==> src/rtl/uart_pkg.sv <==
package uart_pkg;
  typedef enum logic [1:0] {ST_IDLE, ST_START, ST_DATA, ST_STOP} frame_st_e;

  function automatic int half_bit(input int cpb);
    return (cpb > 1) ? cpb / 2 : 1;
  endfunction
endpackage

==> src/rtl/uart_byte_fifo.sv <==
module uart_byte_fifo #(
  parameter int DEPTH = 8,
  parameter int W     = 8
) (
  input  logic         clk_i,
  input  logic         rst_ni,
  input  logic         wr_en_i,
  input  logic [W-1:0] wr_data_i,
  input  logic         rd_en_i,
  output logic [W-1:0] rd_data_o,
  output logic         full_o,
  output logic         empty_o
);
  localparam int AW = (DEPTH > 1) ? $clog2(DEPTH) : 1;
  localparam int CW = $clog2(DEPTH + 1);

  logic [W-1:0]  mem_q [DEPTH];
  logic [AW-1:0] wr_ptr_q, rd_ptr_q;
  logic [CW-1:0] count_q;
  logic          do_wr, do_rd;

  assign full_o    = (count_q == CW'(DEPTH));
  assign empty_o   = (count_q == '0);
  assign do_wr     = wr_en_i && !full_o;   // writes while full are dropped
  assign do_rd     = rd_en_i && !empty_o;
  assign rd_data_o = mem_q[rd_ptr_q];

  function automatic logic [AW-1:0] nxt(input logic [AW-1:0] p);
    return (p == AW'(DEPTH - 1)) ? '0 : p + 1'b1;
  endfunction

  always_ff @(posedge clk_i) begin
    if (do_wr) mem_q[wr_ptr_q] <= wr_data_i;
  end

  always_ff @(posedge clk_i or negedge rst_ni) begin
    if (!rst_ni) begin
      wr_ptr_q <= '0;
      rd_ptr_q <= '0;
      count_q  <= '0;
    end else begin
      if (do_wr) wr_ptr_q <= nxt(wr_ptr_q);
      if (do_rd) rd_ptr_q <= nxt(rd_ptr_q);
      case ({do_wr, do_rd})
        2'b10:   count_q <= count_q + 1'b1;
        2'b01:   count_q <= count_q - 1'b1;
        default: ;
      endcase
    end
  end


  no_overflow_chk: assert property (@(posedge clk_i) disable iff (!rst_ni)
    count_q <= CW'(DEPTH));


  head_stable_chk: assert property (@(posedge clk_i) disable iff (!rst_ni)
    (!empty_o && !rd_en_i) |=> $stable(rd_data_o));
endmodule

==> src/rtl/uart_tx_fsm.sv <==
module uart_tx_fsm
  import uart_pkg::*;
#(
  parameter int CPB = 10
) (
  input  logic       clk_i,
  input  logic       rst_ni,
  input  logic       fifo_empty_i,
  input  logic [7:0] fifo_data_i,
  output logic       pop_o,
  output logic       line_o,
  output logic       busy_o
);
  localparam int CNTW = (CPB > 1) ? $clog2(CPB) : 1;
  localparam logic [CNTW-1:0] CNT_LOAD = CNTW'(CPB - 1);

  frame_st_e       st_q;
  logic [CNTW-1:0] cnt_q;
  logic [2:0]      idx_q;
  logic [7:0]      sh_q;
  logic            launch;

  // start a new frame from idle or straight after a finished stop bit
  assign launch = !fifo_empty_i &&
                  (st_q == ST_IDLE || (st_q == ST_STOP && cnt_q == '0));
  assign pop_o  = launch;

  always_ff @(posedge clk_i or negedge rst_ni) begin
    if (!rst_ni) begin
      st_q   <= ST_IDLE;
      cnt_q  <= '0;
      idx_q  <= '0;
      sh_q   <= '0;
      line_o <= 1'b1;
      busy_o <= 1'b0;
    end else if (launch) begin
      sh_q   <= fifo_data_i;
      cnt_q  <= CNT_LOAD;
      idx_q  <= '0;
      busy_o <= 1'b1;
      st_q   <= ST_START;
      line_o <= 1'b0;
    end else begin
      case (st_q)
        ST_START:
          if (cnt_q == '0) begin
            st_q   <= ST_DATA;
            cnt_q  <= CNT_LOAD;
            line_o <= sh_q[0];
          end else cnt_q <= cnt_q - 1'b1;
        ST_DATA:
          if (cnt_q == '0) begin
            cnt_q <= CNT_LOAD;
            if (idx_q == 3'd7) begin
              st_q   <= ST_STOP;
              line_o <= 1'b1;
            end else begin
              idx_q  <= idx_q + 1'b1;
              sh_q   <= sh_q >> 1;
              line_o <= sh_q[1];
            end
          end else cnt_q <= cnt_q - 1'b1;
        ST_STOP:
          if (cnt_q == '0) begin
            st_q   <= ST_IDLE;
            busy_o <= 1'b0;
          end else cnt_q <= cnt_q - 1'b1;
        default: ;
      endcase
    end
  end


  tx_low_busy_chk: assert property (@(posedge clk_i) disable iff (!rst_ni)
    !line_o |-> busy_o);


  tx_idle_high_chk: assert property (@(posedge clk_i) disable iff (!rst_ni)
    (st_q == ST_IDLE) |-> line_o);
endmodule

==> src/rtl/uart_rx_fsm.sv <==
module uart_rx_fsm
  import uart_pkg::*;
#(
  parameter int CPB  = 10,
  parameter int HALF = 5
) (
  input  logic       clk_i,
  input  logic       rst_ni,
  input  logic       line_i,
  output logic       push_o,
  output logic [7:0] byte_o,
  output logic       busy_o
);
  localparam int CNTW = (CPB > 1) ? $clog2(CPB) : 1;
  localparam logic [CNTW-1:0] CNT_LOAD = CNTW'(CPB - 1);
  localparam logic [CNTW-1:0] HALF_LOAD = CNTW'(HALF - 1);

  frame_st_e       st_q;
  logic [CNTW-1:0] cnt_q;
  logic [2:0]      idx_q;
  logic [7:0]      sh_q;
  logic [1:0]      sync_q;
  logic            err_q;
  logic            rx_s;

  assign rx_s   = sync_q[1];
  assign byte_o = sh_q;

  always_ff @(posedge clk_i or negedge rst_ni) begin
    if (!rst_ni) sync_q <= 2'b11;
    else         sync_q <= {sync_q[0], line_i};
  end

  always_ff @(posedge clk_i or negedge rst_ni) begin
    if (!rst_ni) begin
      st_q   <= ST_IDLE;
      cnt_q  <= '0;
      idx_q  <= '0;
      sh_q   <= '0;
      err_q  <= 1'b0;
      push_o <= 1'b0;
      busy_o <= 1'b0;
    end else begin
      push_o <= 1'b0;
      case (st_q)
        ST_IDLE:
          if (!rx_s) begin
            st_q   <= ST_START;
            cnt_q  <= HALF_LOAD;
            busy_o <= 1'b1;
          end
        ST_START:
          if (cnt_q == '0) begin
            if (!rx_s) begin
              st_q  <= ST_DATA;
              cnt_q <= CNT_LOAD;
              idx_q <= '0;
            end else begin   // glitch
              st_q   <= ST_IDLE;
              busy_o <= 1'b0;
            end
          end else cnt_q <= cnt_q - 1'b1;
        ST_DATA:
          if (cnt_q == '0) begin
            sh_q  <= {rx_s, sh_q[7:1]};
            cnt_q <= CNT_LOAD;
            if (idx_q == 3'd7) st_q <= ST_STOP;
            else               idx_q <= idx_q + 1'b1;
          end else cnt_q <= cnt_q - 1'b1;
        ST_STOP:
          if (cnt_q == '0) begin
            if (rx_s) begin
              push_o <= !err_q;
              err_q  <= 1'b0;
              st_q   <= ST_IDLE;
              busy_o <= 1'b0;
            end else err_q <= 1'b1;   // framing error: hold until line high
          end else cnt_q <= cnt_q - 1'b1;
        default: ;
      endcase
    end
  end


  rx_active_busy_chk: assert property (@(posedge clk_i) disable iff (!rst_ni)
    (st_q != ST_IDLE) |-> busy_o);


  rx_push_end_chk: assert property (@(posedge clk_i) disable iff (!rst_ni)
    push_o |-> (!busy_o && $past(busy_o)));
endmodule

==> src/rtl/uart_core.sv <==
module uart_core
  import uart_pkg::*;
#(
  parameter int CLK_HZ     = 10_000_000,
  parameter int BAUD       = 1_000_000,
  parameter int FIFO_DEPTH = 8
) (
  input  logic       clk_i,
  input  logic       rst_ni,
  input  logic [7:0] tx_data_i,
  input  logic       tx_valid_i,
  output logic       tx_ready_o,
  output logic [7:0] rx_data_o,
  output logic       rx_valid_o,
  input  logic       rx_ready_i,
  output logic       line_tx_o,
  input  logic       line_rx_i,
  output logic       tx_busy_o,
  output logic       rx_busy_o
);
  localparam int CPB_RAW = CLK_HZ / BAUD;
  localparam int CPB     = (CPB_RAW < 1) ? 1 : CPB_RAW;
  localparam int HALF    = half_bit(CPB);

  logic       txf_full, txf_empty, tx_pop;
  logic [7:0] txf_data;
  logic       rxf_full, rxf_empty, rx_push;
  logic [7:0] rx_byte;

  uart_byte_fifo #(.DEPTH(FIFO_DEPTH), .W(8)) u_tx_fifo (
    .clk_i, .rst_ni,
    .wr_en_i(tx_valid_i), .wr_data_i(tx_data_i),
    .rd_en_i(tx_pop), .rd_data_o(txf_data),
    .full_o(txf_full), .empty_o(txf_empty)
  );

  uart_tx_fsm #(.CPB(CPB)) u_tx (
    .clk_i, .rst_ni,
    .fifo_empty_i(txf_empty), .fifo_data_i(txf_data), .pop_o(tx_pop),
    .line_o(line_tx_o), .busy_o(tx_busy_o)
  );

  uart_rx_fsm #(.CPB(CPB), .HALF(HALF)) u_rx (
    .clk_i, .rst_ni,
    .line_i(line_rx_i), .push_o(rx_push), .byte_o(rx_byte), .busy_o(rx_busy_o)
  );

  uart_byte_fifo #(.DEPTH(FIFO_DEPTH), .W(8)) u_rx_fifo (
    .clk_i, .rst_ni,
    .wr_en_i(rx_push), .wr_data_i(rx_byte),
    .rd_en_i(rx_ready_i), .rd_data_o(rx_data_o),
    .full_o(rxf_full), .empty_o(rxf_empty)
  );

  assign tx_ready_o = !txf_full;
  assign rx_valid_o = !rxf_empty;


  rx_hold_chk: assert property (@(posedge clk_i) disable iff (!rst_ni)
    (rx_valid_o && !rx_ready_i) |=> (rx_valid_o && $stable(rx_data_o)));


  rx_full_valid_chk: assert property (@(posedge clk_i) disable iff (!rst_ni)
    rxf_full |-> rx_valid_o);
endmodule

==> config.mk <==
export PLATFORM = sky130hd
export DESIGN_NAME = uart_core
export DESIGN_NICKNAME = d
export VERILOG_FILES = /design/src/rtl/uart_pkg.sv /design/src/rtl/uart_byte_fifo.sv /design/src/rtl/uart_tx_fsm.sv /design/src/rtl/uart_rx_fsm.sv /design/src/rtl/uart_core.sv
export SDC_FILE = /design/constraint.sdc
export NUM_CORES = 1
export LEC_CHECK = 0
export BUFFER_PORTS_ARGS = -buffer_cell sky130_fd_sc_hd__clkbuf_2
export CAP_MARGIN = 40
export CORE_UTILIZATION = 67
export DETAILED_ROUTE_END_ITERATION = 16
export HOLD_SLACK_MARGIN = 0.15
export PLACE_DENSITY = 0.95
export SYNTH_ARGS = -nofsm -noshare
export SYNTH_HDL_FRONTEND = slang
export SYNTH_SLANG_ARGS = --single-unit
==> constraint.sdc <==
create_clock -name clk_i -period 5.67 [get_ports clk_i]
set_clock_uncertainty 0.1 [all_clocks]
set_input_delay 0.567 -clock clk_i [delete_from_list [all_inputs] [get_ports clk_i]]
set_output_delay 0.567 -clock clk_i [all_outputs]
set_load 0.02 [all_outputs]
# After elaboration in Yosys (flattened, before gate mapping)
# Memories as Yosys holds them, arrays and structs flattened.
# Cells that the tools add are included.
dict set report word_totals {
  register_bits 61
  latchBits 0
  ramBits 128
  mem_bits_ro 0
  inputBits 13
  output_inout_bits 13
  wordCells 174
  mem_count 2
}
# memory words word_bits rd rd_clocked_by_memory_dff write_ports line_no
set mem_list {}
lappend mem_list {u_rx_fifo.mem_q 8 8 1 0 1 uart_byte_fifo.sv:17} ;# logic [W-1:0] mem_q [DEPTH];
lappend mem_list {u_tx_fifo.mem_q 8 8 1 0 1 uart_byte_fifo.sv:17}
dict set report op_classes {
  addsub 12
  mul 0
  div_mod_pow 0
  order_cmp 0
  eq_ne 36
  shifts 0
  mux 63
  bitwise_logic 0
  n_reduce_logical 41
}
# cell count
set op_table {}
lappend op_table {{3-bit 2-to-1 mux} 12}
lappend op_table {{4-bit 2-to-1 mux} 8}
lappend op_table {{8-bit 2-to-1 mux} 4}
lappend op_table {{2-bit 2-to-1 mux} 12}
lappend op_table {{4-bit one-hot mux with 2 select lines} 3}
lappend op_table {{3-bit by 1-bit adder with 3-bit output, second input constant} 6}
lappend op_table {{3-bit == test, second input constant} 6}
lappend op_table {{1-bit 2-to-1 mux} 18}
lappend op_table {{4-bit zero test} 4}
lappend op_table {{4-bit one-hot mux with 4 select lines} 1}
lappend op_table {{4-bit by 1-bit subtractor with 4-bit output, second input constant} 4}
lappend op_table {{2-bit by 1-bit != test with 1-bit output, second input constant} 7}
lappend op_table {{2-bit nonzero test} 7}
lappend op_table {{2-bit == test, second input constant} 6}
lappend op_table {{2-bit != test, second input constant} 5}
lappend op_table {{5-bit AND reduction} 2}
lappend op_table {{3-bit by 2-bit != test with 1-bit output, second input constant} 3}
lappend op_table {{3-bit != test, second input constant} 3}
lappend op_table {{3-bit AND reduction} 3}
lappend op_table {{4-bit by 1-bit adder with 4-bit output, second input constant} 2}
lappend op_table {{2-bit by 1-bit == test with 1-bit output, second input constant} 4}
lappend op_table {{4-bit == test, second input constant} 2}
lappend op_table {{2-bit one-hot mux with 4 select lines} 1}
lappend op_table {{2-bit AND reduction} 4}
lappend op_table {{12 further kinds} 25}

# Logic depth before layout (Yosys ltp)
# Gate-level depths: netlist (run 1).
dict set report logic_depth {
  word_depth 7
  depth_mapped 12
}

# Modules after synthesis
# A second synthesis (run 1) with hierarchy kept.
dict set report hier_totals {
  hier_cells 541
  area_unflattened_um2 8757.1
}
# mod instances cells_each area_each_um2 seq_area_each_um2
set by_module_without_submodules {}
lappend by_module_without_submodules {{uart_byte_fifo (u_tx_fifo)} 1 163 3216.8 2172.1}
lappend by_module_without_submodules {{uart_byte_fifo (u_rx_fifo)} 1 161 3206.8 2172.1}
lappend by_module_without_submodules {uart_rx_fsm 1 108 1198.6 553.0}
lappend by_module_without_submodules {uart_tx_fsm 1 107 1127.3 476.7}
lappend by_module_without_submodules {uart_core 1 2 7.5 0.0}

# Worst setup path after synthesis (run 1)
# Ideal clock, no wire load.
dict set report synth_path {
  kind {reg2reg}
  startpoint {register u_tx.st_q[0]}
  endpoint {register u_tx_fifo.count_q[3]}
  arrival_time_ns 2.677
  required_time_ns 5.444
  slack_ns 2.766
  stages_incl_launch_ff 12
  path_buffers 1
  period_less_slack_ns 2.904
  path_cell_list {dfrtp_1 > ha_1 > and4bb_2 > o22ai_4 > inv_2 > buf_6 > ha_1 > ha_1 > a21o_1 > a2111oi_0 > a41oi_1 > a311o_1}
}
dict set report synth_via {
  elab_chain_cells 7
  elab_cells_between_ends 10
}
# element line_no
set synth_lines {}
lappend synth_lines {{start, declared} uart_tx_fsm.sv:17} ;# frame_st_e st_q;
lappend synth_lines {{start signal, assigned} uart_tx_fsm.sv:30} ;# st_q <= ST_IDLE;
lappend synth_lines {{start signal, assigned} uart_tx_fsm.sv:41} ;# st_q <= ST_START;
lappend synth_lines {{start signal, assigned} uart_tx_fsm.sv:47} ;# st_q <= ST_DATA;
lappend synth_lines {{2-bit == test} uart_tx_fsm.sv:25} ;# (st_q == ST_IDLE || (st_q == ST_STOP && cnt_q == '0));
lappend synth_lines {{1-bit logical AND} uart_tx_fsm.sv:25}
lappend synth_lines {{1-bit logical OR *} uart_tx_fsm.sv:25}
lappend synth_lines {{1-bit logical AND *} uart_tx_fsm.sv:24} ;# assign launch = !fifo_empty_i &&
lappend synth_lines {{1-bit logical AND *} uart_byte_fifo.sv:25} ;# assign do_rd = rd_en_i && !empty_o;
lappend synth_lines {{2-bit by 1-bit == test with 1-bit output or 2-bit == test (tied branches)} uart_byte_fifo.sv:44} ;# case ({do_wr, do_rd})
lappend synth_lines {{4-bit one-hot mux with 2 select lines or 2-bit nonzero test (tied branches)} n/a}
lappend synth_lines {{end signal, assigned} uart_byte_fifo.sv:45} ;# 2'b10: count_q <= count_q + 1'b1;
lappend synth_lines {{end signal, assigned} uart_byte_fifo.sv:46} ;# 2'b01: count_q <= count_q - 1'b1;
lappend synth_lines {{end, declared} uart_byte_fifo.sv:19} ;# logic [CW-1:0] count_q;
# Every way passes the cells marked *; elsewhere a longest branch is shown, timed or not.
# A chain may end at the register's enable or synchronous reset.

# Final worst setup path (run 1)
dict set report layout_path {
  startpoint {register u_tx.cnt_q[0]}
  endpoint {register u_tx_fifo.count_q[3]}
}
dict set report layout_via {
  elab_chain_cells 7
  elab_cells_between_ends 9
}
# element line_no
set layout_lines {}
lappend layout_lines {{start, declared} uart_tx_fsm.sv:18} ;# logic [CNTW-1:0] cnt_q;
lappend layout_lines {{start signal, assigned} uart_tx_fsm.sv:50} ;# end else cnt_q <= cnt_q - 1'b1;
lappend layout_lines {{start signal, assigned} uart_tx_fsm.sv:62} ;# end else cnt_q <= cnt_q - 1'b1;
lappend layout_lines {{start signal, assigned} uart_tx_fsm.sv:67} ;# end else cnt_q <= cnt_q - 1'b1;
lappend layout_lines {{4-bit zero test *} uart_tx_fsm.sv:25}
lappend layout_lines {{1-bit logical AND *} uart_tx_fsm.sv:25}
lappend layout_lines {{1-bit logical OR *} uart_tx_fsm.sv:25}
lappend layout_lines {{1-bit logical AND *} uart_tx_fsm.sv:24}
lappend layout_lines {{1-bit logical AND *} uart_byte_fifo.sv:25}
lappend layout_lines {{2-bit by 1-bit == test with 1-bit output or 2-bit == test (tied branches)} uart_byte_fifo.sv:44}
lappend layout_lines {{4-bit one-hot mux with 2 select lines or 2-bit nonzero test (tied branches)} n/a}
# Marks and branches as above.

==> results of run 1 <==
-- registers in the layout (all words and copies together) (netlist names), 2 cells and up, named ones only --
| name | cells |
|---|---|
| u_tx.sh_q | 8 |
| u_rx_fifo.count_q | 4 |
| u_rx.byte_o | 8 |
| u_tx.cnt_q | 4 |
| u_tx.idx_q | 3 |
| u_tx_fifo.wr_ptr_q | 3 |
| u_tx_fifo.rd_ptr_q | 3 |
| u_tx.st_q | 2 |
| u_rx.sync_q | 2 |
| u_rx.cnt_q | 4 |
| u_rx_fifo.wr_ptr_q | 3 |
| u_tx_fifo.count_q | 4 |
| u_tx_fifo.mem_q | 64 |
| u_rx_fifo.mem_q | 64 |
| u_rx.idx_q | 3 |
| u_rx_fifo.rd_ptr_q | 3 |
-- how the worst min path moves through the flow --
| stage | endpoint | slack [ns] | startpoint | cells after the start |
|---|---|---|---|---|
| finish | u_tx_fifo.wr_ptr_q[2] | 0.17 | rst_ni | 2 |
| global route | u_tx_fifo.wr_ptr_q[2] | 0.25 | rst_ni | 2 |
| CTS | u_tx_fifo.wr_ptr_q[0] | 0.20 | rst_ni | 2 |
| detailed placement | u_rx.sync_q[1] | 0.25 | u_rx.sync_q[0] | 0 |
| global placement | u_rx.sync_q[1] | 0.25 | u_rx.sync_q[0] | 0 |
| floorplan | asynchronous set/reset pin | 0.17 | rst_ni | 0 |
-- routing by layer --
layer	part of all wire	GRT usage
met5	0	0
met3	0.056	0.0643
met1	0.39	0.327
met4	0.026	0.126
met2	0.53	0.475
-- timing repair --
item | in CTS | in global routing
endpoints found under the hold margin | 1 | 0
hold buffers | 1 | 0
setup buffers | 0 | 0
-- synthesized netlist by cell type, types with 4 or more instances --
cell	count
ha_1	32
nor3_1	15
dfrtp_1	58
nand2_1	24
nor4_1	5
mux4_2	32
nand2b_1	7
a31oi_1	4
nor3b_1	4
mux2_2	24
clkbuf_1	6
inv_1	21
mux2i_1	12
a211oi_1	7
nor2b_1	8
o21ai_0	14
buf_4	5
buf_6	4
a22o_1	4
nor2_1	27
edfxtp_1	128
a21oi_1	19
nand3_1	5
-- layout make-up --
class	instances	area, um^2
Clock buffer	18	429
Clock inverter	14	136
Fill cell	635	2850
Inverter	22	82.6
Multi-Input combinational cell	294	2730
Sequential cell	189	5370
Tap cell	168	210
Timing Repair Buffer	39	253
-- kinds of logic after synthesis --
family	count (synthesis)
AO/OA/AOI/OAI	69
adder cells (fa/ha/maj)	34
AND/OR/NAND/NOR	116
flip-flops	189
multiplexers	69
buffers and inverters	42
XOR/XNOR	6
-- power groups by stage --
stage / Sequential, mW / Clock [mW] / Combinational [mW]
floorplan: 1.81 / 0 / 0.758
global placement: 1.90 / 0 / 0.826
detailed placement: 1.91 / 0 / 0.932
CTS: 1.89 / 1.15 / 0.954
global route: 1.91 / 1.20 / 1.04
finish: 1.89 / 1.15 / 0.950
-- critical path: stages (launching register included) --
cell and delay (ns):
dfrtp_1 0.40, inv_1 0.10, ha_1 0.25, and4bb_2 0.28, o22ai_4 0.52, inv_2 0.25
ha_1 0.30, ha_1 0.28, a21o_1 0.20, a2111oi_0 0.41, a41oi_1 0.09, a311o_1 0.33
-- stage by stage --
step	instances	worst slack, ns
detailed placement	711	2.17
finish	744	2.06
floorplan	525	2.77
CTS	744	2.09
global route	744	1.85
global placement	706	2.31
==> out/results.tsv, run 1 <==
metric	value	unit
status	complete, no violations	
worst_pin_slew	0.945	ns
finalSetupViolCount	0	
cts_max_level	4	
hp-class	input pin to asynchronous set/reset pin	
dieArea	12900	um^2
diodes	0	
power_frac_comb	0.238	
final_area	9220	um^2
synthCells	525	
cp_max_fo	25	
cts.sinks	189	
reg2reg_depth	11	
yosysWarningCount	0	
gp_congestion	0.745	
ys_async_sr_fraction	0.323	
fin_util	0.764	
mostFrequentLayoutCells	edfxtp_1, dfrtp_1, mux4_2, ha_1, nor2_1	
syn_nets	572	
r2r_setup_slack	2.06	ns
clk-insertion-delay-late	0.44	ns
critPathLaunch	u_tx.cnt_q[0]	
start_util	0.689	
clk_pin_slew	0.07	ns
max_freq	0.277	GHz
vdd_ir_drop_max	388	uV
ant_nets	0	
ys_types	65	
cts_buffers	17	
yosysSeqAreaShare	0.646	
internal_power	2.73	mW
drv_cap	0	
slew_viol_final	0	
synthAdderAreaFrac	0.0530	
worst_hold_slack	0.170	ns
die_h	113	um
syn_avg_cell_area	15.8	um^2
yosysTopAreaCell	edfxtp_1	
area_growth_syn_to_layout	10.8	%
required	5.89	ns
ys_top_cells_by_area	edfxtp_1, dfrtp_1, mux4_2	
endpoint_kind	flip-flop	
synth_ff_type	edfxtp_1	
grt_max_degree	62	
synth_top_family_by_area	multiplexers	
root_buffer	clkbuf_16	
crit_end	u_tx_fifo.count_q[3]	
drc	0	
p_switching	1.26	mW
worstPathArrival	3.83	ns
yosys_register_bits	189	
drtIter0Drc	477	
die_width	113	um
slew_headroom	0.368	
firstDrtPassIters	5	
period_needed	3.61	ns
grtUsageTotal	0.273	
power_frac_seq	0.474	
boundaryPins	26	
row_count	40	
leakage	3.54	nW
swShare	0.316	
totalWireLength	16100	um
synth_edf_count	128	
finalPower	3.99	mW
finalCritPeriodShare	0.637	
nets	610	
powerDensity	433	nW/um^2
ctsResizeCount	0	
port-buffer-count	25	
core_area	12100	um^2
power_frac_clock	0.288	
yosys.area.top_type_share	0.462	
fin_setup_tns	0	ns
overflow	0	
startpoint_type	flip-flop	
synth_xor_area_frac	0.00632	
place_area	8640	um^2
mostFrequentLayoutCell	edfxtp_1	
yosys.area_share.simple	0.0740	
muxShareOfSynthArea	0.135	
vias	4715	
rr_endpoint	u_tx_fifo.count_q[3]	
grt_pass1_wl	25600	um
cts_tree	built	
r2r_start	u_tx.cnt_q[0]	
drive_gt1_frac	0.245	
vias_per_cell	6.34	
dp_hpwl	9880	um
syn_area	8310	um^2
criticalPathCategory	flip-flop to flip-flop	
clockBufferDepth	2	
hold_viol	0	
grt_pass1_vias	4981	
antenna_found_initial	0	
synth_compound_area_frac	0.0596	
wl_per_cell	21.6	um
rsz0062_at_grt	no	
No activity file was read; power rests on OpenSTA's default activity.
==> run 2, diff against run 1 <==
--- a/config.mk
+++ b/config.mk
@@ -7,10 +7,10 @@
 export LEC_CHECK = 0
 export BUFFER_PORTS_ARGS = -buffer_cell sky130_fd_sc_hd__clkbuf_2
 export CAP_MARGIN = 40
-export CORE_UTILIZATION = 67
+export CORE_UTILIZATION = 62
 export DETAILED_ROUTE_END_ITERATION = 16
 export HOLD_SLACK_MARGIN = 0.15
-export PLACE_DENSITY = 0.95
+export PLACE_DENSITY = 0.89
 export SYNTH_ARGS = -nofsm -noshare
 export SYNTH_HDL_FRONTEND = slang
 export SYNTH_SLANG_ARGS = --single-unit
==> constraint.sdc (replaced) <==
create_clock -name clk_i -period 3.73 [get_ports clk_i]
set_clock_uncertainty 0.1 [all_clocks]
set_input_delay 0.373 -clock clk_i [delete_from_list [all_inputs] [get_ports clk_i]]
set_output_delay 0.373 -clock clk_i [all_outputs]
set_load 0.02 [all_outputs]
==> run 2 against run 1 <==
Compared with the run above:
- maximum frequency increased by 9.7%
- utilization decreased by 3.1 points
- global-route usage decreased by 1.9 points
- via count decreased by 0.15%
- clock-buffer cell count unchanged
- highest routed layer unchanged
- sequential power increased by 51%
- clock power increased by 63%
- cell area increased by 2.0%
- register-to-register slack got worse by 1.6 ns
- first-iteration DRC count decreased by 28%
- critical path type unchanged
- sequential cell count unchanged
- non-clock buffer count increased by 13
==> out/results.tsv, run 2 (synthesis gave the netlist of run 1 again) <==
metric	value	unit	change
status	complete, no violations		unchanged
finalPower	6.19	mW	was 3.99 mW
worst_pin_slew	0.915	ns	was 0.945 ns
vdd_ir_drop_max	488	uV	was 388 uV
p_switching	1.90	mW	was 1.26 mW
grt_pass1_vias	4973		was 4981
required	3.94	ns	was 5.89 ns
reg2reg_depth	11		unchanged
dp_hpwl	9970	um	was 9880 um
power_frac_seq	0.461		was 0.474
dieArea	13900	um^2	was 12900 um^2
slew_viol_final	0		unchanged
cts_max_level	4		unchanged
r2r_start	u_tx.cnt_q[0]		unchanged
clk_pin_slew	0.07	ns	about the same
startpoint_type	flip-flop		unchanged
finalCritPeriodShare	0.882		was 0.637
mostFrequentLayoutCell	edfxtp_1		unchanged
top_regs	u_rx_fifo.mem_q x64, u_tx_fifo.mem_q x64		unchanged
max_freq	0.304	GHz	was 0.277 GHz
period_needed	3.29	ns	was 3.61 ns
die_h	118	um	was 113 um
hp-class	input pin to flip-flop		was input pin to asynchronous set/reset pin
swShare	0.307		was 0.316
diodes	0		unchanged
clk-insertion-delay-late	0.43	ns	was 0.44 ns
finalSetupViolCount	0		unchanged
hold_depth	3		
internal_power	4.29	mW	was 2.73 mW
row_count	41		was 40
core_area	12800	um^2	was 12100 um^2
grt_max_degree	26		was 62
grt_pass1_wl	26400	um	was 25600 um
worst_hold_slack	0.222	ns	was 0.170 ns
final_cells	761		was 744
powerDensity	658	nW/um^2	was 433 nW/um^2
gp_congestion	0.795		was 0.745
firstDrtPassIters	5		unchanged
start_util	0.648		was 0.689
power_frac_clock	0.302		was 0.288
leakage	3.61	nW	was 3.54 nW
port-buffer-count	25		unchanged
area_growth_syn_to_layout	13.0	%	was 10.8%
ant_nets	0		unchanged
drc	0		unchanged
grtUsageTotal	0.255		was 0.273
drv_cap	0		unchanged
ctsResizeCount	0		unchanged
boundaryPins	26		unchanged
r2r_setup_slack	0.44	ns	was 2.06 ns
vias_per_cell	6.19		was 6.34
cts.sinks	189		unchanged
rr_endpoint	u_tx_fifo.count_q[3]		unchanged
cts_tree	built		unchanged
cp_max_fo	11		was 25
vias	4708		was 4715
root_buffer	clkbuf_16		unchanged
totalWireLength	16400	um	was 16100 um
power_frac_comb	0.237		was 0.238
endpoint_kind	flip-flop		unchanged
overflow	0		unchanged
drive_gt1_frac	0.248		was 0.245
hold_start	rx_ready_i		
slew_headroom	0.387		was 0.368
fin_setup_tns	0	ns	unchanged
mostFrequentLayoutCells	edfxtp_1, dfrtp_1, mux4_2, ha_1, nor2_1		unchanged
pre_cts_slack	0.520	ns	was 2.17 ns
worstPathArrival	3.50	ns	was 3.83 ns
die_width	118	um	was 113 um
clockBufferDepth	2		unchanged
wl_per_cell	21.5	um	was 21.6 um
rsz0062_at_grt	no		unchanged
cts_buffers	17		unchanged
antenna_found_initial	0		unchanged
dp.cells	718		was 711
final.setup.worst_slack	0.439	ns	was 2.06 ns
hold_viol	0		unchanged
drtIter0Drc	343		was 477
min_to	u_rx_fifo.rd_ptr_q[1]		
fillers	733		was 635
nets	623		was 610
criticalPathCategory	flip-flop to flip-flop		unchanged
-- run 2: worst max path at each step --
stage	to	from
finish	u_tx_fifo.count_q[3]	u_tx.cnt_q[0]
detailed placement	u_tx_fifo.count_q[3]	u_tx.cnt_q[0]
floorplan	u_tx_fifo.count_q[3]	u_tx.st_q[0]
CTS	u_tx_fifo.count_q[3]	u_tx.cnt_q[0]
global placement	u_tx_fifo.count_q[3]	u_tx.cnt_q[0]
global route	u_tx_fifo.count_q[3]	u_tx.cnt_q[0]
-- run 2: area by class of cell --
| type | instances | area, um^2 | share of cell area |
|---|---|---|---|
| clock inverter | 14 | 184 | 0.0196 |
| tap | 172 | 215 | 0.0229 |
| sequential | 189 | 5370 | 0.572 |
| clock buffer | 18 | 429 | 0.0457 |
| inverter | 22 | 82.6 | 0.00879 |
| timing repair buffer | 52 | 383 | 0.0407 |
| multi-input combinational | 294 | 2730 | 0.291 |
-- run 2: what timing repair did --
action	4_1_cts	5_1_grt
endpoints found under the hold margin	80	0
buffers inserted	0	0
hold buffers	10	0
-- run 2: metal layers --
layer | GRT usage | vias up | part of all wire | routed length (um)
met5 | 0 | - | 0 | 0
met4 | 0.0946 | 0 | 0.019 | 316
met3 | 0.0509 | 28 | 0.048 | 788
met2 | 0.459 | 145 | 0.55 | 9050
met1 | 0.301 | 2422 | 0.38 | 6220
li1 | - | 2113 | - | -
-- run 2: power by group through the flow --
stage	registers [mW]	logic [mW]	clock network (mW)
global placement	2.84	1.34	0
finish	2.85	1.47	1.87
floorplan	2.75	1.15	0
global route	2.89	1.61	1.96
CTS	2.85	1.47	1.88
detailed placement	2.88	1.44	0
-- run 2: through the flow --
stage	instance area [um^2]	util
2_1_floorplan	8310	-
3_3_place_gp	8630	0.673
3_5_place_dp	8680	0.677
4_1_cts	9390	0.732
5_1_grt	9400	0.733
6_report	9400	0.733
-- run 2: critical path, stage by stage, from the launching register on --
cell       delay, ns
dfrtp_1         0.38
inv_1           0.08
ha_1            0.24
and4bb_2        0.27
o22ai_4         0.17
inv_2           0.14
ha_1            0.26
ha_1            0.28
a21o_1          0.22
a2111oi_0       0.56
a41oi_1         0.12
a311o_1         0.35
==> run 3, diff against run 2 <==
--- a/config.mk
+++ b/config.mk
@@ -10,7 +10,7 @@
 export CORE_UTILIZATION = 62
 export DETAILED_ROUTE_END_ITERATION = 16
 export HOLD_SLACK_MARGIN = 0.15
-export PLACE_DENSITY = 0.89
+export PLACE_DENSITY = 0.85
 export SYNTH_ARGS = -nofsm -noshare
 export SYNTH_HDL_FRONTEND = slang
 export SYNTH_SLANG_ARGS = --single-unit
==> run 3 against run 2 <==
Compared with the run above:
- cell area stayed put
- critical path type unchanged
- register-to-register slack improved by 0.09 ns
- largest cell class unchanged
- sequential cell count is the same
- critical endpoint unchanged
- largest power group unchanged
- total power rose by 0.20%
- sequential power about the same
==> out/results.tsv, run 3 (synthesis gave the netlist of run 1 again) <==
metric	value	unit	change
clk-insertion-delay-late	0.43	ns	about the same
ant_nets	0		unchanged
busiest_layer	met2		unchanged
hp-class	input pin to flip-flop		unchanged
vias	4615		was 4708
dp_hpwl	9760	um	was 9970 um
hold_viol	0		unchanged
nets	622		was 623
fillers	767		was 733
criticalPathCategory	flip-flop to flip-flop		unchanged
rsz0062_at_grt	no		unchanged
root_buffer	clkbuf_16		unchanged
drive_gt1_frac	0.247		was 0.248
max_freq	0.312	GHz	was 0.304 GHz
worst_pin_slew	0.905	ns	was 0.915 ns
mostFrequentLayoutCell	edfxtp_1		unchanged
ctsResizeCount	0		unchanged
overflow	0		unchanged
vdd_ir_drop_max	439	uV	was 488 uV
crit_chain	inv_1, ha_1, and4bb_2, o22ai_4, inv_2, ha_1, ha_1, a21o_1, a2111oi_0, a41oi_1, a311o_1		unchanged
top_regs	u_rx_fifo.mem_q x64, u_tx_fifo.mem_q x64		unchanged
drc	0		unchanged
fin_setup_tns	0	ns	unchanged
final-seq-area	5370	um^2	unchanged
diodes	0		unchanged
fin_util	0.733		unchanged
die_h	118	um	unchanged
powerDensity	660	nW/um^2	was 658 nW/um^2
totalWireLength	15400	um	was 16400 um
multi_input_area	2730	um^2	unchanged
dieArea	13900	um^2	unchanged
slew_headroom	0.395		was 0.387
mostFrequentLayoutCells	edfxtp_1, dfrtp_1, mux4_2, ha_1, nor2_1		unchanged
cts_buffers	17		unchanged
slowest_delay	0.52	ns	was 0.56 ns
period_needed	3.20	ns	was 3.29 ns
start_util	0.648		unchanged
clockBufferDepth	2		unchanged
slew_viol_final	0		unchanged
worstPathArrival	3.42	ns	was 3.50 ns
grt_pass1_vias	4853		was 4973
required	3.95	ns	was 3.94 ns
core_area	12800	um^2	unchanged
crit_slowest_cell	a2111oi_0		unchanged
finalSetupViolCount	0		unchanged
drv_cap	0		unchanged
cp_max_fo	11		unchanged
grt_max_degree	36		was 26
grt_use_met3	0.0518		was 0.0509
boundaryPins	26		unchanged
finalCritPeriodShare	0.858		was 0.882
use_met1	0.282		was 0.301
drtIter0Drc	453		was 343
cts_setup_buffers	0		unchanged
firstDrtPassIters	5		unchanged
cts_tree	built		unchanged
grt_pass1_wl	25100	um	was 26400 um
die_width	118	um	unchanged
worst_hold_slack	0.154	ns	was 0.222 ns
vias_per_cell	6.07		was 6.19
gp_congestion	0.827		was 0.795
row_count	41		unchanged
grt_use_met2	0.430		was 0.459
status	complete, no violations		unchanged
cts.sinks	189		unchanged
clk_pin_slew	0.07	ns	about the same
grtUsageTotal	0.242		was 0.255
leakage	3.62	nW	was 3.61 nW
antenna_found_initial	0		unchanged
cts_max_level	4		unchanged
port-buffer-count	25		unchanged
startpoint_type	flip-flop		unchanged
area_growth_syn_to_layout	13.0	%	unchanged
crit_top_cell	ha_1		unchanged
wl_per_cell	20.2	um	was 21.5 um
endpoint_kind	flip-flop		unchanged
run 3: repair_timing:
action                                 4_1_cts  5_1_grt
setup endpoints to repair                    0        0
endpoints found under the hold margin       91        0
hold buffers                                 9        0
run 3: metrics by stage:
step           cell area [um^2]  worst slack [ns]  instances  power, mW
6_report                   9400             0.528        760       6.20
5_1_grt                    9400             0.371        760       6.48
4_1_cts                    9400             0.601        760       6.22
3_5_place_dp               8690             0.639        719       4.31
3_3_place_gp               8640             0.861        717       4.18
2_1_floorplan              8310             0.826        525       3.91
run 3: routing by layer:
layer,vias to the layer above,part of all wire
li1,2119,-
met3,30,0.053
met1,2294,0.38
met4,0,0.025
met5,-,0
met2,172,0.54
run 3: final timing paths:
| check | startpoint | to | slack [ns] | cells after the start |
|---|---|---|---|---|
| max in group asynchronous | rst_ni | u_rx.sync_q[1] | 2.55 | 4 |
| max | u_tx.cnt_q[0] | u_tx_fifo.count_q[3] | 0.53 | 11 |
| min | tx_data_i[6] | u_tx_fifo.mem_q[0][6] | 0.15 | 1 |
| min reg2reg | u_rx.sync_q[0] | u_rx.sync_q[1] | 0.26 | 0 |
| max reg2reg | u_tx.cnt_q[0] | u_tx_fifo.count_q[3] | 0.53 | 11 |
| min in group asynchronous | rst_ni | u_tx_fifo.wr_ptr_q[2] | 0.32 | 3 |
run 3: cell type report:
type,count,share of cell area
Timing Repair Buffer,51,0.0399
Clock buffer,18,0.0457
Clock inverter,14,0.0204
Inverter,22,0.00879
Multi-Input combinational cell,294,0.291
Sequential cell,189,0.572
Tap cell,172,0.0229
run 3: power by group:
| part | total (mW) | internal, mW | leakage, nW | switching [mW] |
|---|---|---|---|---|
| logic | 1.45 | 0.671 | 1.41 | 0.783 |
| registers | 2.84 | 2.55 | 1.91 | 0.294 |
| clock network | 1.90 | 1.12 | 0.300 | 0.779 |
| total | 6.20 | 4.35 | 3.62 | 1.86 |
run 3: worst max-delay path, delay by kind of cell (launching register included):
| kind | cells | cell delay, ns |
|---|---|---|
| flip-flops | 1 | 0.41 |
| AND/OR/NAND/NOR | 1 | 0.30 |
| adder cells (fa/ha/maj) | 3 | 0.74 |
| buffers and inverters | 2 | 0.28 |
| AO/OA/AOI/OAI | 5 | 1.25 |
